**src/rtl/mpwake_pkg.sv**
```systemverilog
package mpwake_pkg;

  // Receive sequencer states
  typedef enum logic [2:0] {
    ST_IDLE,
    ST_START,
    ST_DATA,
    ST_ABIT,
    ST_STOP,
    ST_HOLD
  } rx_state_e;

endpackage

```
**src/rtl/mpwake_sampler.sv**
```systemverilog
module mpwake_sampler
  import mpwake_pkg::*;
#(
  parameter int OVS    = 16,
  parameter int DATA_W = 8
) (
  input  logic              clk,
  input  logic              rst,
  input  logic              rx_in,
  input  logic              baud_tick,
  input  logic              abit_en,
  output logic              line,
  output logic              in_idle,
  output logic              start_seen,
  output logic              frame_done,
  output logic [DATA_W-1:0] frame_data,
  output logic              frame_abit,
  output logic              frame_stop
);

  localparam int CW = $clog2(OVS);
  localparam int IW = $clog2(DATA_W + 1);
  localparam logic [CW-1:0] CNT_LAST = CW'(OVS - 1);
  localparam logic [CW-1:0] CNT_MID  = CW'(OVS / 2 - 1);
  localparam logic [IW-1:0] IDX_LAST = IW'(DATA_W - 1);

  logic              rx_meta;
  logic              rx_s;
  rx_state_e         state;
  logic [CW-1:0]     cnt;
  logic [IW-1:0]     idx;
  logic [DATA_W-1:0] shreg;
  logic              abit_q;
  logic              stop_q;
  logic              done_q;
  logic              start_q;

  // two-flop synchronizer; the line idles high
  always_ff @(posedge clk) begin
    if (rst) begin
      rx_meta <= 1'b1;
      rx_s    <= 1'b1;
    end else begin
      rx_meta <= rx_in;
      rx_s    <= rx_meta;
    end
  end

  always_ff @(posedge clk) begin
    if (rst) begin
      state   <= ST_IDLE;
      cnt     <= '0;
      idx     <= '0;
      shreg   <= '0;
      abit_q  <= 1'b0;
      stop_q  <= 1'b1;
      done_q  <= 1'b0;
      start_q <= 1'b0;
    end else begin
      done_q  <= 1'b0;
      start_q <= 1'b0;
      if (baud_tick) begin
        unique case (state)
          ST_IDLE: begin
            if (!rx_s) begin
              state   <= ST_START;
              cnt     <= '0;
              start_q <= 1'b1;
            end
          end
          ST_START: begin
            if (cnt == CNT_MID) begin
              cnt    <= '0;
              idx    <= '0;
              abit_q <= 1'b0;
              state  <= rx_s ? ST_IDLE : ST_DATA;
            end else begin
              cnt <= cnt + 1'b1;
            end
          end
          ST_DATA: begin
            if (cnt == CNT_LAST) begin
              cnt   <= '0;
              shreg <= {rx_s, shreg[DATA_W-1:1]};
              if (idx == IDX_LAST) begin
                state <= abit_en ? ST_ABIT : ST_STOP;
              end else begin
                idx <= idx + 1'b1;
              end
            end else begin
              cnt <= cnt + 1'b1;
            end
          end
          ST_ABIT: begin
            if (cnt == CNT_LAST) begin
              cnt    <= '0;
              abit_q <= rx_s;
              state  <= ST_STOP;
            end else begin
              cnt <= cnt + 1'b1;
            end
          end
          ST_STOP: begin
            if (cnt == CNT_LAST) begin
              cnt    <= '0;
              stop_q <= rx_s;
              done_q <= 1'b1;
              state  <= rx_s ? ST_IDLE : ST_HOLD;
            end else begin
              cnt <= cnt + 1'b1;
            end
          end
          ST_HOLD: begin
            if (rx_s) state <= ST_IDLE;
          end
          default: state <= ST_IDLE;
        endcase
      end
    end
  end

  assign line       = rx_s;
  assign in_idle    = (state == ST_IDLE);
  assign start_seen = start_q;
  assign frame_done = done_q;
  assign frame_data = shreg;
  assign frame_abit = abit_q;
  assign frame_stop = stop_q;

  AST_GLITCH_DROP: assert property (@(posedge clk) disable iff (rst)
    (state == ST_START && baud_tick && cnt == CNT_MID && rx_s) |=> (state == ST_IDLE && !done_q))
    else $error("glitch start not dropped");

  AST_DONE_PULSE: assert property (@(posedge clk) disable iff (rst)
    done_q |=> !done_q)
    else $error("frame completion longer than one cycle");

endmodule

```
**src/rtl/mpwake_gap.sv**
```systemverilog
module mpwake_gap #(
  parameter int OVS       = 16,
  parameter int IDLE_BITS = 10
) (
  input  logic clk,
  input  logic rst,
  input  logic baud_tick,
  input  logic count_en,
  input  logic start_seen,
  output logic gap_long
);

  localparam int CW = $clog2(OVS);
  localparam int BW = $clog2(IDLE_BITS + 1);
  localparam logic [CW-1:0] CNT_LAST = CW'(OVS - 1);
  localparam logic [BW-1:0] BIT_SAT  = BW'(IDLE_BITS);

  logic [CW-1:0] tick_cnt;
  logic [BW-1:0] bit_cnt;

  always_ff @(posedge clk) begin
    if (rst) begin
      tick_cnt <= '0;
      bit_cnt  <= '0;
      gap_long <= 1'b0;
    end else if (start_seen) begin
      gap_long <= (bit_cnt == BIT_SAT);
      tick_cnt <= '0;
      bit_cnt  <= '0;
    end else if (baud_tick && count_en) begin
      if (tick_cnt == CNT_LAST) begin
        tick_cnt <= '0;
        if (bit_cnt != BIT_SAT) bit_cnt <= bit_cnt + 1'b1;
      end else begin
        tick_cnt <= tick_cnt + 1'b1;
      end
    end
  end

  AST_GAP_SATURATES: assert property (@(posedge clk) disable iff (rst)
    bit_cnt <= BIT_SAT)
    else $error("idle count past saturation");

  AST_GAP_RESTART: assert property (@(posedge clk) disable iff (rst)
    start_seen |=> (bit_cnt == '0))
    else $error("idle count not restarted by start bit");

endmodule

```
**src/rtl/mpwake_status.sv**
```systemverilog
module mpwake_status #(
  parameter int DATA_W = 8
) (
  input  logic              clk,
  input  logic              rst,
  input  logic              frame_done,
  input  logic [DATA_W-1:0] frame_data,
  input  logic              frame_abit,
  input  logic              frame_stop,
  input  logic              gap_long,
  input  logic              mode_addr_bit,
  input  logic              sleep,
  input  logic              rx_int_en,
  input  logic              rd_strobe,
  output logic [DATA_W-1:0] rx_data,
  output logic              rx_ready,
  output logic              rx_wake,
  output logic              frame_err,
  output logic              rx_irq
);

  logic              is_addr;
  logic              accept;
  logic [DATA_W-1:0] data_n;
  logic              ready_n;
  logic              wake_n;
  logic              err_n;

  always_comb begin
    is_addr = mode_addr_bit ? frame_abit : gap_long;
    accept  = frame_done && (!sleep || is_addr);
    data_n  = rx_data;
    ready_n = rx_ready;
    wake_n  = rx_wake;
    err_n   = frame_err;
    if (rd_strobe) begin
      ready_n = 1'b0;
      wake_n  = 1'b0;
      err_n   = 1'b0;
    end
    if (accept) begin
      data_n  = frame_data;
      ready_n = 1'b1;
      wake_n  = is_addr;
      err_n   = !frame_stop;
    end
  end

  always_ff @(posedge clk) begin
    if (rst) begin
      rx_data   <= '0;
      rx_ready  <= 1'b0;
      rx_wake   <= 1'b0;
      frame_err <= 1'b0;
      rx_irq    <= 1'b0;
    end else begin
      rx_data   <= data_n;
      rx_ready  <= ready_n;
      rx_wake   <= wake_n;
      frame_err <= err_n;
      rx_irq    <= ready_n && rx_int_en;
    end
  end

  AST_READ_CLEARS: assert property (@(posedge clk) disable iff (rst)
    (rd_strobe && !frame_done) |=> (!rx_ready && !rx_wake && !frame_err))
    else $error("read did not clear flags");

  AST_SLEEP_GATE: assert property (@(posedge clk) disable iff (rst)
    (frame_done && sleep && !is_addr && !rd_strobe) |=>
      ($stable(rx_ready) && $stable(rx_data) && $stable(frame_err) && $stable(rx_wake)))
    else $error("sleeping receiver reported a data frame");

  AST_FRAME_WINS: assert property (@(posedge clk) disable iff (rst)
    (frame_done && (!sleep || is_addr)) |=> rx_ready)
    else $error("accepted frame lost");

  AST_IRQ_NEEDS_READY: assert property (@(posedge clk) disable iff (rst)
    rx_irq |-> rx_ready)
    else $error("interrupt without ready");

  AST_ADDR_BIT_WAKE: assert property (@(posedge clk) disable iff (rst)
    (frame_done && mode_addr_bit && !sleep) |=> (rx_wake == $past(frame_abit)))
    else $error("wake flag does not follow address bit");

endmodule

```
**src/rtl/mpwake_rx.sv**
```systemverilog
module mpwake_rx #(
  parameter int OVS       = 16,
  parameter int DATA_W    = 8,
  parameter int IDLE_BITS = 10
) (
  input  logic              clk,
  input  logic              rst,
  input  logic              rx_in,
  input  logic              baud_tick,
  input  logic              mode_addr_bit,
  input  logic              sleep,
  input  logic              rx_int_en,
  input  logic              rd_strobe,
  output logic [DATA_W-1:0] rx_data,
  output logic              rx_ready,
  output logic              rx_wake,
  output logic              frame_err,
  output logic              rx_irq
);

  logic              line;
  logic              in_idle;
  logic              start_seen;
  logic              frame_done;
  logic [DATA_W-1:0] frame_data;
  logic              frame_abit;
  logic              frame_stop;
  logic              gap_long;

  mpwake_sampler #(
    .OVS    (OVS),
    .DATA_W (DATA_W)
  ) u_sampler (
    .clk        (clk),
    .rst        (rst),
    .rx_in      (rx_in),
    .baud_tick  (baud_tick),
    .abit_en    (mode_addr_bit),
    .line       (line),
    .in_idle    (in_idle),
    .start_seen (start_seen),
    .frame_done (frame_done),
    .frame_data (frame_data),
    .frame_abit (frame_abit),
    .frame_stop (frame_stop)
  );

  mpwake_gap #(
    .OVS       (OVS),
    .IDLE_BITS (IDLE_BITS)
  ) u_gap (
    .clk        (clk),
    .rst        (rst),
    .baud_tick  (baud_tick),
    .count_en   (in_idle && line),
    .start_seen (start_seen),
    .gap_long   (gap_long)
  );

  mpwake_status #(
    .DATA_W (DATA_W)
  ) u_status (
    .clk           (clk),
    .rst           (rst),
    .frame_done    (frame_done),
    .frame_data    (frame_data),
    .frame_abit    (frame_abit),
    .frame_stop    (frame_stop),
    .gap_long      (gap_long),
    .mode_addr_bit (mode_addr_bit),
    .sleep         (sleep),
    .rx_int_en     (rx_int_en),
    .rd_strobe     (rd_strobe),
    .rx_data       (rx_data),
    .rx_ready      (rx_ready),
    .rx_wake       (rx_wake),
    .frame_err     (frame_err),
    .rx_irq        (rx_irq)
  );

endmodule

```
**config.mk**
```make
export PLATFORM = sky130hd
export DESIGN_NAME = mpwake_rx
export DESIGN_NICKNAME = d
export VERILOG_FILES = /design/src/rtl/mpwake_pkg.sv /design/src/rtl/mpwake_sampler.sv /design/src/rtl/mpwake_gap.sv /design/src/rtl/mpwake_status.sv /design/src/rtl/mpwake_rx.sv
export SDC_FILE = /design/constraint.sdc
export NUM_CORES = 1
export LEC_CHECK = 0
export ABC_AREA = 1
export ABC_CLOCK_PERIOD_IN_PS = 1800
export BUFFER_PORTS_ARGS = -buffer_cell sky130_fd_sc_hd__clkbuf_2
export CORE_UTILIZATION = 59
export CTS_CLUSTER_DIAMETER = 150
export DETAILED_ROUTE_END_ITERATION = 7
export PLACE_DENSITY = 0.85
export SYNTH_ARGS = -nofsm -noshare
export SYNTH_HDL_FRONTEND = slang
export SYNTH_SLANG_ARGS = --single-unit
```
**constraint.sdc**
```tcl
create_clock -name clk -period 1.8 [get_ports clk]
set_clock_uncertainty 0.05 [all_clocks]
set_input_delay 0.09 -clock clk [delete_from_list [all_inputs] [get_ports clk]]
set_output_delay 0.09 -clock clk [all_outputs]
set_load 0.005 [all_outputs]
```
==> results of run 1 <==
per-stage QoR:
stage,cells,cell area (sq um),power [uW]
2_1_floorplan,320,2340,2090
3_3_place_gp,385,2480,2220
3_5_place_dp,385,2480,2250
4_1_cts,395,2590,2900
5_1_grt,395,2590,3070
6_report,395,2590,2900
worst max-delay path: stages, from the launching register on:
cell,delay (ns)
dfxtp_1,0.63
nor2_2,0.14
nand3_4,0.14
nand3_2,0.15
nor2_1,0.13
nand2_1,0.07
nand2_1,0.07
nand2_1,0.05
nor2_1,0.07
registers in the layout, indices dropped and copies added, names as in the netlist:
| register | cells |
|---|---|
| u_sampler.frame_stop | 1 |
| u_gap.bit_cnt | 4 |
| u_sampler.cnt | 4 |
| u_status.rx_ready | 1 |
| u_sampler.frame_done | 1 |
| u_sampler.start_seen | 1 |
| u_gap.gap_long | 1 |
| u_status.rx_data | 8 |
| u_sampler.frame_data | 8 |
| u_sampler.idx | 4 |
| u_sampler.rx_meta | 1 |
| u_status.frame_err | 1 |
| u_sampler.frame_abit | 1 |
| u_status.rx_irq | 1 |
| u_sampler.line | 1 |
| u_sampler.state | 3 |
| u_status.rx_wake | 1 |
| u_gap.tick_cnt | 4 |
repair_timing:
| item | 4_1_cts | 5_1_grt |
|---|---|---|
| hold buffers | 2 | 0 |
| endpoints found under the hold margin | 2 | 0 |
| endpoints found under the setup margin | 0 | 0 |
| resized for setup | 0 | 0 |
cells in the mapped netlist:
library cell	count	share of area [%]
o21bai_1	1	0.32
clkbuf_1	3	0.48
nor3b_1	1	0.32
xnor2_1	3	1.1
buf_2	1	0.21
a21oi_1	16	3.4
nor3_2	2	0.86
clkinv_2	2	0.43
o21ai_1	3	0.64
nor3_1	4	0.86
nor2_1	64	10
nor2_2	6	1.6
nand3_2	4	1.7
nand3_1	18	3.9
nor2_8	2	1.7
nor2_4	3	1.4
o21ai_0	24	5.1
nand2_2	6	1.6
bufinv_8	1	0.75
nand3b_4	1	0.86
inv_2	2	0.32
nand2_1	56	9.0
xor2_1	1	0.37
inv_4	2	0.53
nand3_4	2	1.5
or2_2	3	0.80
clkinv_1	1	0.16
dfxtp_1	46	39
inv_1	27	4.3
buf_6	3	1.4
nand4_1	7	1.9
ha_1	5	2.7
layer usage:
metal  track usage (%)  routed length (um)  up-vias
li1                  -                   -     1080
met1              31.2                2220      963
met2              43.1                2420       38
met3              4.23                 155        4
met4              10.3                  31        0
met5                 0                   0        -
how the worst min path moves through the flow:
stage,start,end,slack (ns),cells after the start
after global routing,baud_tick,u_sampler.start_seen,0.03,3
after floorplan,rx_in,u_sampler.rx_meta,0.14,1
after global placement,rx_in,u_sampler.rx_meta,0.23,2
final,baud_tick,u_sampler.start_seen,0.02,3
after CTS,baud_tick,u_sampler.start_seen,0.03,3
after detailed placement,rx_in,u_sampler.rx_meta,0.23,2
cell usage in the layout, fill, tap and decap left out, drive strengths merged:
cell type / instances
nand3b: 1
clkbuf: 24
dlygate4sd3: 2
nor3: 6
or2: 3
a21oi: 16
clkinv: 3
xnor2: 3
o21bai: 1
nand4: 7
ha: 5
inv: 32
dfxtp: 46
nand3: 24
bufinv: 1
o21ai: 27
xor2: 1
nand2: 62
buf: 5
nor3b: 1
nor2: 75
clkinvlp: 2
cell families (layout without fill, tap and decap cells):
family / count (synthesis) / in the layout
DFF: 46 / 46
buffers and inverters: 42 / 69
and+or+nand+nor: 179 / 179
adders and majority gates: 5 / 5
AOI/OAI and AO/OA: 44 / 44
xor gates and xnor gates: 4 / 4
final cells by class:
class | instances | area [sq um]
fillers | 341 | 1150
repair buffers | 26 | 153
clock inverters | 3 | 23.8
flip-flops and latches | 46 | 921
well taps | 48 | 60.1
inverters | 35 | 153
clock buffers | 5 | 68.8
multi-input cells | 232 | 1210
power breakdown:
group / internal, uW / total [uW] / switching (uW)
Clock: 278 / 659 / 381
Combinational: 362 / 1040 / 675
Sequential: 1080 / 1210 / 128
==> summary.txt, run 1 <==
Floorplan
  – Core Box Area: 3740 sq um
  – Die area: ~4200 sq um
  – Die width: around 65 um
  – Die H: roughly 65 um
  – Std-Cell Rows: 22
  – Starting Density: a little over three fifths
  – Number of I/O pins: 20

Critical path
  – Crit path DAT: 1.75 ns
  – CP max FO: 10
  – Crit path launch: u_sampler.state[0]
  – Worst setup path end: u_sampler.cnt[3]
  – Worst r2r dst: u_sampler.cnt[3]
  – Crit path launch type: flop
  – Crit Reg-Reg Startpoint: u_sampler.state[0]
  – Worst R2R Path Depth: 8
  – Worst Setup End Kind: flop
  – Internal reg-to-reg setup slack: 0.24 ns
  – Critical path class: reg -> reg
  – CP required: 1.99 ns

Synthesis
  – XOR/XNOR share of the synthesized area: under 10%
  – Post-synthesis mux area share: 0%
  – Synthesized Nets: 333
  – Cells after synthesis: 320
  – Share of the yosys chip area belonging to registers: 39.4%
  – FF+latch count, synth: 46
  – Area of the mapped netlist: 2340 sq um
  – Simple-gate portion of the synthesized area: a little under two fifths
  – Synth Area in Adders: 2.68%
  – Main combinational cell family by area after synthesis: simple AND/OR/NAND/NOR gates
  – Mean Syn Cell Area: around 7.3 sq um
  – Compound-gate portion of the synthesized area: roughly a tenth
  – Yosys cell types: 32
  – Ys Warns: 0

Clock network
  – Post-CTS Setup Bufs: 0
  – Clock Sinks: 46
  – TritonCTS clock tree: built
  – Clk buf depth: 2
  – Total CTS buffers: 5
  – H-Tree Depth: 2
  – Insertion delay to the later sink of the worst-skew pair: 0.30 ns
  – Root buffer cell: clkbuf_8
  – Clk pin slew, worst setup/hold paths: 0.09 ns

Placed design
  – PortBufs: 19
  – Detail Placement HPWL: 3.53 mm
  – Worst slack at placement: 0.274 ns
  – Gpl congestion: a little over 0.9

Finish
  – Final Util: ~70%
  – Post-layout net count: 359
  – Share of cells above drive strength 1: 19.6%
  – Area grow syn2layout: 10.9%
  – N_diodes: 0

Timing
  – Max Clock Freq: 641 MHz
  – Setup violations, final: 0
  – Max-Slew Margin vs Limit: roughly 68%
  – Share of the clock period used by the worst path: 86.7%
  – Max Transition Viols Final: 0
  – Final WS setup: ~0.24 ns
  – Min Tclk post-route: 1.56 ns
  – RSZ-0062 raised after global routing: no
  – Slew @ Worst Pin: 0.480 ns
  – Total negative slack: 0 ns
  – Hold Slack: 0.0239 ns
  – Final hold violation count: 0

GRT
  – Largest net degree at the start of global routing: 18
  – First-pass GRT wire length: 8.22 mm
  – GRT Util Overall: between 20% and 30%
  – Initial antenna violation count: 0
  – Number of global-route vias before repair: approximately 1.9k
  – Grt total ovfl: 0

Pwr
  – Worst-case vdd ir drop: between 0.6 and 0.7 mV
  – Cell Pwr Density: 1120 nW/um^2
  – Leakage: 0.00113 uW

Routing
  – Detailed Routing Iterations Pass 1: 4
  – Residual DRC: 0
  – Final ANT Viol Nets: 0
  – Routed length per instance: 12.2 um
  – Vias: between 2k and 2.5k
  – Via density per instance: 5.28
  – Routed WL: 4.82 mm
  – DRC marker count from the first detailed-route iteration: 125

Job
  – Max_cap viols: 0

Run status
  – Run status: completed

Min path
  – Worst hold-check path type: in -> reg
Power figures use the tool's default switching activity.
==> inputs of run 2 (changes only) <==
--- a/config.mk
+++ b/config.mk
@@ -8,10 +8,11 @@
 export ABC_AREA = 1
 export ABC_CLOCK_PERIOD_IN_PS = 1800
 export BUFFER_PORTS_ARGS = -buffer_cell sky130_fd_sc_hd__clkbuf_2
-export CORE_UTILIZATION = 59
+export CORE_UTILIZATION = 61
+export CTS_BUF_LIST = sky130_fd_sc_hd__clkbuf_4 sky130_fd_sc_hd__clkbuf_8
 export CTS_CLUSTER_DIAMETER = 150
 export DETAILED_ROUTE_END_ITERATION = 7
-export PLACE_DENSITY = 0.85
+export PLACE_DENSITY = 0.87
 export SYNTH_ARGS = -nofsm -noshare
 export SYNTH_HDL_FRONTEND = slang
 export SYNTH_SLANG_ARGS = --single-unit
==> summary.txt, run 2 (synthesis results as in run 1) <==
Timing
  – Total negative slack: 0 ns (unchanged)
  – Slew @ Worst Pin: 0.460 ns (-0.0201 ns)
  – Final hold violation count: 0 (unchanged)
  – Max Clock Freq: 630 MHz (-1.6%)
  – Max-Slew Margin vs Limit: 69.3% (+1.3 points)
  – Hold Slack: 0.0334 ns (+0.00948 ns)
  – RSZ-0062 raised after global routing: no
  – Final WS setup: 0.214 ns (-0.0259 ns)
  – Share of the clock period used by the worst path: 88.1% (+1.4 points)
  – Setup violations, final: 0 (unchanged)
  – Min Tclk post-route: 1.59 ns (+0.0259 ns)
  – Max Transition Viols Final: 0 (unchanged)

Clock network
  – Post-CTS Setup Bufs: 0 (unchanged)
  – Resized Gates After CTS: 0 (unchanged)
  – Clk buf depth: 2 (unchanged)
  – Insertion delay to the later sink of the worst-skew pair: 0.30 ns (about the same)
  – Root buffer cell: clkbuf_8
  – CTS Hold Bufs: 2 (unchanged)
  – Clk pin slew, worst setup/hold paths: 0.08 ns (about the same)
  – Total CTS buffers: 5 (unchanged)
  – TritonCTS clock tree: built
  – Clock Sinks: 46 (unchanged)
  – H-Tree Depth: 2 (unchanged)

Critical path
  – Crit path cell chain: inv_4 > nand2_1 > nor2_1 > nand2_1 > nand2_1 > nor2_1 > nand3_1 > nand2_1 > nor2_1
  – CP required: 1.95 ns (-0.04 ns)
  – CP top delay family: simple AND/OR/NAND/NOR gates
  – Worst r2r dst: u_sampler.state[0]
  – Critical path class: reg -> reg
  – Worst R2R Path Depth: 9 (+1)
  – CP peak stage delay: 0.59 ns (-0.04 ns)
  – Top cell by count, worst path: nand2_1
  – CP max FO: 8 (-2)
  – Worst path slowest cell: dfxtp_1
  – Worst setup path end: u_sampler.state[0]
  – Crit Reg-Reg Startpoint: u_sampler.state[2]
  – Internal reg-to-reg setup slack: 0.21 ns (-0.03 ns)
  – Critical path depth: 9 (+1)
  – WP buf/inv: 1 (+1)
  – Worst Setup End Kind: flop
  – Crit path launch: u_sampler.state[2]
  – Crit path launch type: flop
  – Crit path DAT: 1.74 ns (about the same)

Pwr
  – Worst-case vdd ir drop: 0.554 mV (-18%)
  – Leakage: 0.00114 uW (+1.1%)
  – Cell Pwr Density: 1110 nW/um^2 (-0.44%)

Job
  – Max_cap viols: 0 (unchanged)

Floorplan
  – Number of I/O pins: 20 (unchanged)
  – Die H: 63.9 um (-1.6%)
  – Core Box Area: 3660 sq um (-2.2%)
  – Die width: 63.9 um (-1.6%)
  – Std-Cell Rows: 22 (unchanged)
  – Starting Density: 63.9% (+1.4 points)
  – Die area: 4090 sq um (-3.2%)

GRT
  – Number of global-route vias before repair: 1839 (-2.4%)
  – Largest net degree at the start of global routing: 19 (+1)
  – First-pass GRT wire length: 7.87 mm (-4.4%)
  – Grt total ovfl: 0 (unchanged)
  – Initial antenna violation count: 0 (unchanged)
  – GRT Util Overall: 24.8% (-0.47 points)

Routing
  – Vias: 2084 (-0.048%)
  – Metal-1 WL: 2.07 mm (-6.7%)
  – DRC marker count from the first detailed-route iteration: 134 (+7.2%)
  – Routed WL: 4.68 mm (-3.0%)
  – Routed length per instance: 11.8 um (-3.0%)
  – WL met2: 2.26 mm (-6.4%)
  – Final ANT Viol Nets: 0 (unchanged)
  – Met3 routed WL: 217 um (+40%)
  – Via density per instance: 5.28 (about the same)
  – Residual DRC: 0 (unchanged)
  – Detailed Routing Iterations Pass 1: 4 (unchanged)
  – Highest routed layer: met4

Finish
  – Final Util: 71.1% (+1.8 points)
  – N_diodes: 0 (unchanged)
  – Most frequent cells in the layout: nor2_1 (64), nand2_1 (56), dfxtp_1 (46)
  – Finished Layout Cells: 395 (unchanged)
  – Post-layout net count: 359 (unchanged)
  – Most common library cell in the layout ignoring fill and taps: nor2_1
  – Share of cells above drive strength 1: 19.6% (unchanged)
  – Area grow syn2layout: 11.3%

Min path
  – Worst hold-check path type: in -> reg

Placed design
  – Placed insts: 385 (unchanged)
  – PortBufs: 19 (unchanged)
  – Worst slack at placement: 0.288 ns (+0.0136 ns)
  – Detail Placement HPWL: 3.42 mm (-3.0%)
  – Gpl congestion: 0.956 (+4.8%)

Run status
  – Run status: completed
## run 2: cell count changes in the layout (fill, tap and decap cells not counted)
| cell | change |
|---|---|
| clkinv_4 | +1 |
| buf_12 | +1 |
| clkbuf_4 | +1 |
| buf_4 | -1 |
| inv_6 | -1 |
| clkinv_2 | +1 |
| clkinvlp_4 | -2 |
## run 2: layout make-up
type                       count  area (sq um)
multi-input combinational    232          1210
clock buffer                   6          76.3
timing repair buffer          26           165
sequential                    46           921
clock inverter                 2          13.8
fill                         285          1060
inverter                      35           153
tap                           48          60.1
## run 2: report_power, final
part | switching [uW] | total (uW) | leakage [uW] | internal [uW]
Combinational | 694 | 1060 | 0.000724 | 364
Clock | 350 | 639 | 0.0000486 | 289
Sequential | 126 | 1200 | 0.000372 | 1080
Total | 1170 | 2900 | 0.00114 | 1730
## run 2: per-layer routing
layer / global-route usage (%) / up-vias
met5: 0 / -
met4: 12.8 / 0
met3: 5.89 / 15
met2: 40.7 / 58
met1: 30.0 / 936
li1: - / 1075
## run 2: worst min-delay path by stage
| stage | slack [ns] | depth (start not counted) | end | from |
|---|---|---|---|---|
| floorplan | 0.14 | 1 | u_sampler.rx_meta | rx_in |
| global placement | 0.23 | 2 | u_sampler.rx_meta | rx_in |
| detailed placement | 0.23 | 2 | u_sampler.rx_meta | rx_in |
| CTS | 0.03 | 3 | u_sampler.start_seen | baud_tick |
| global route | 0.03 | 3 | u_sampler.start_seen | baud_tick |
| finish | 0.03 | 3 | u_sampler.start_seen | baud_tick |
## run 2: per-stage QoR
step                instance area (sq um)  total power [uW]
global placement                     2490              2230
finish                               2600              2900
CTS                                  2600              2900
floorplan                            2340              2090
global route                         2600              3080
detailed placement                   2490              2250
## run 2: worst min-delay path, cell delays in order
cell and delay, ns:
clkbuf_2 0.12, nand3_1 0.09, nor3_1 0.04
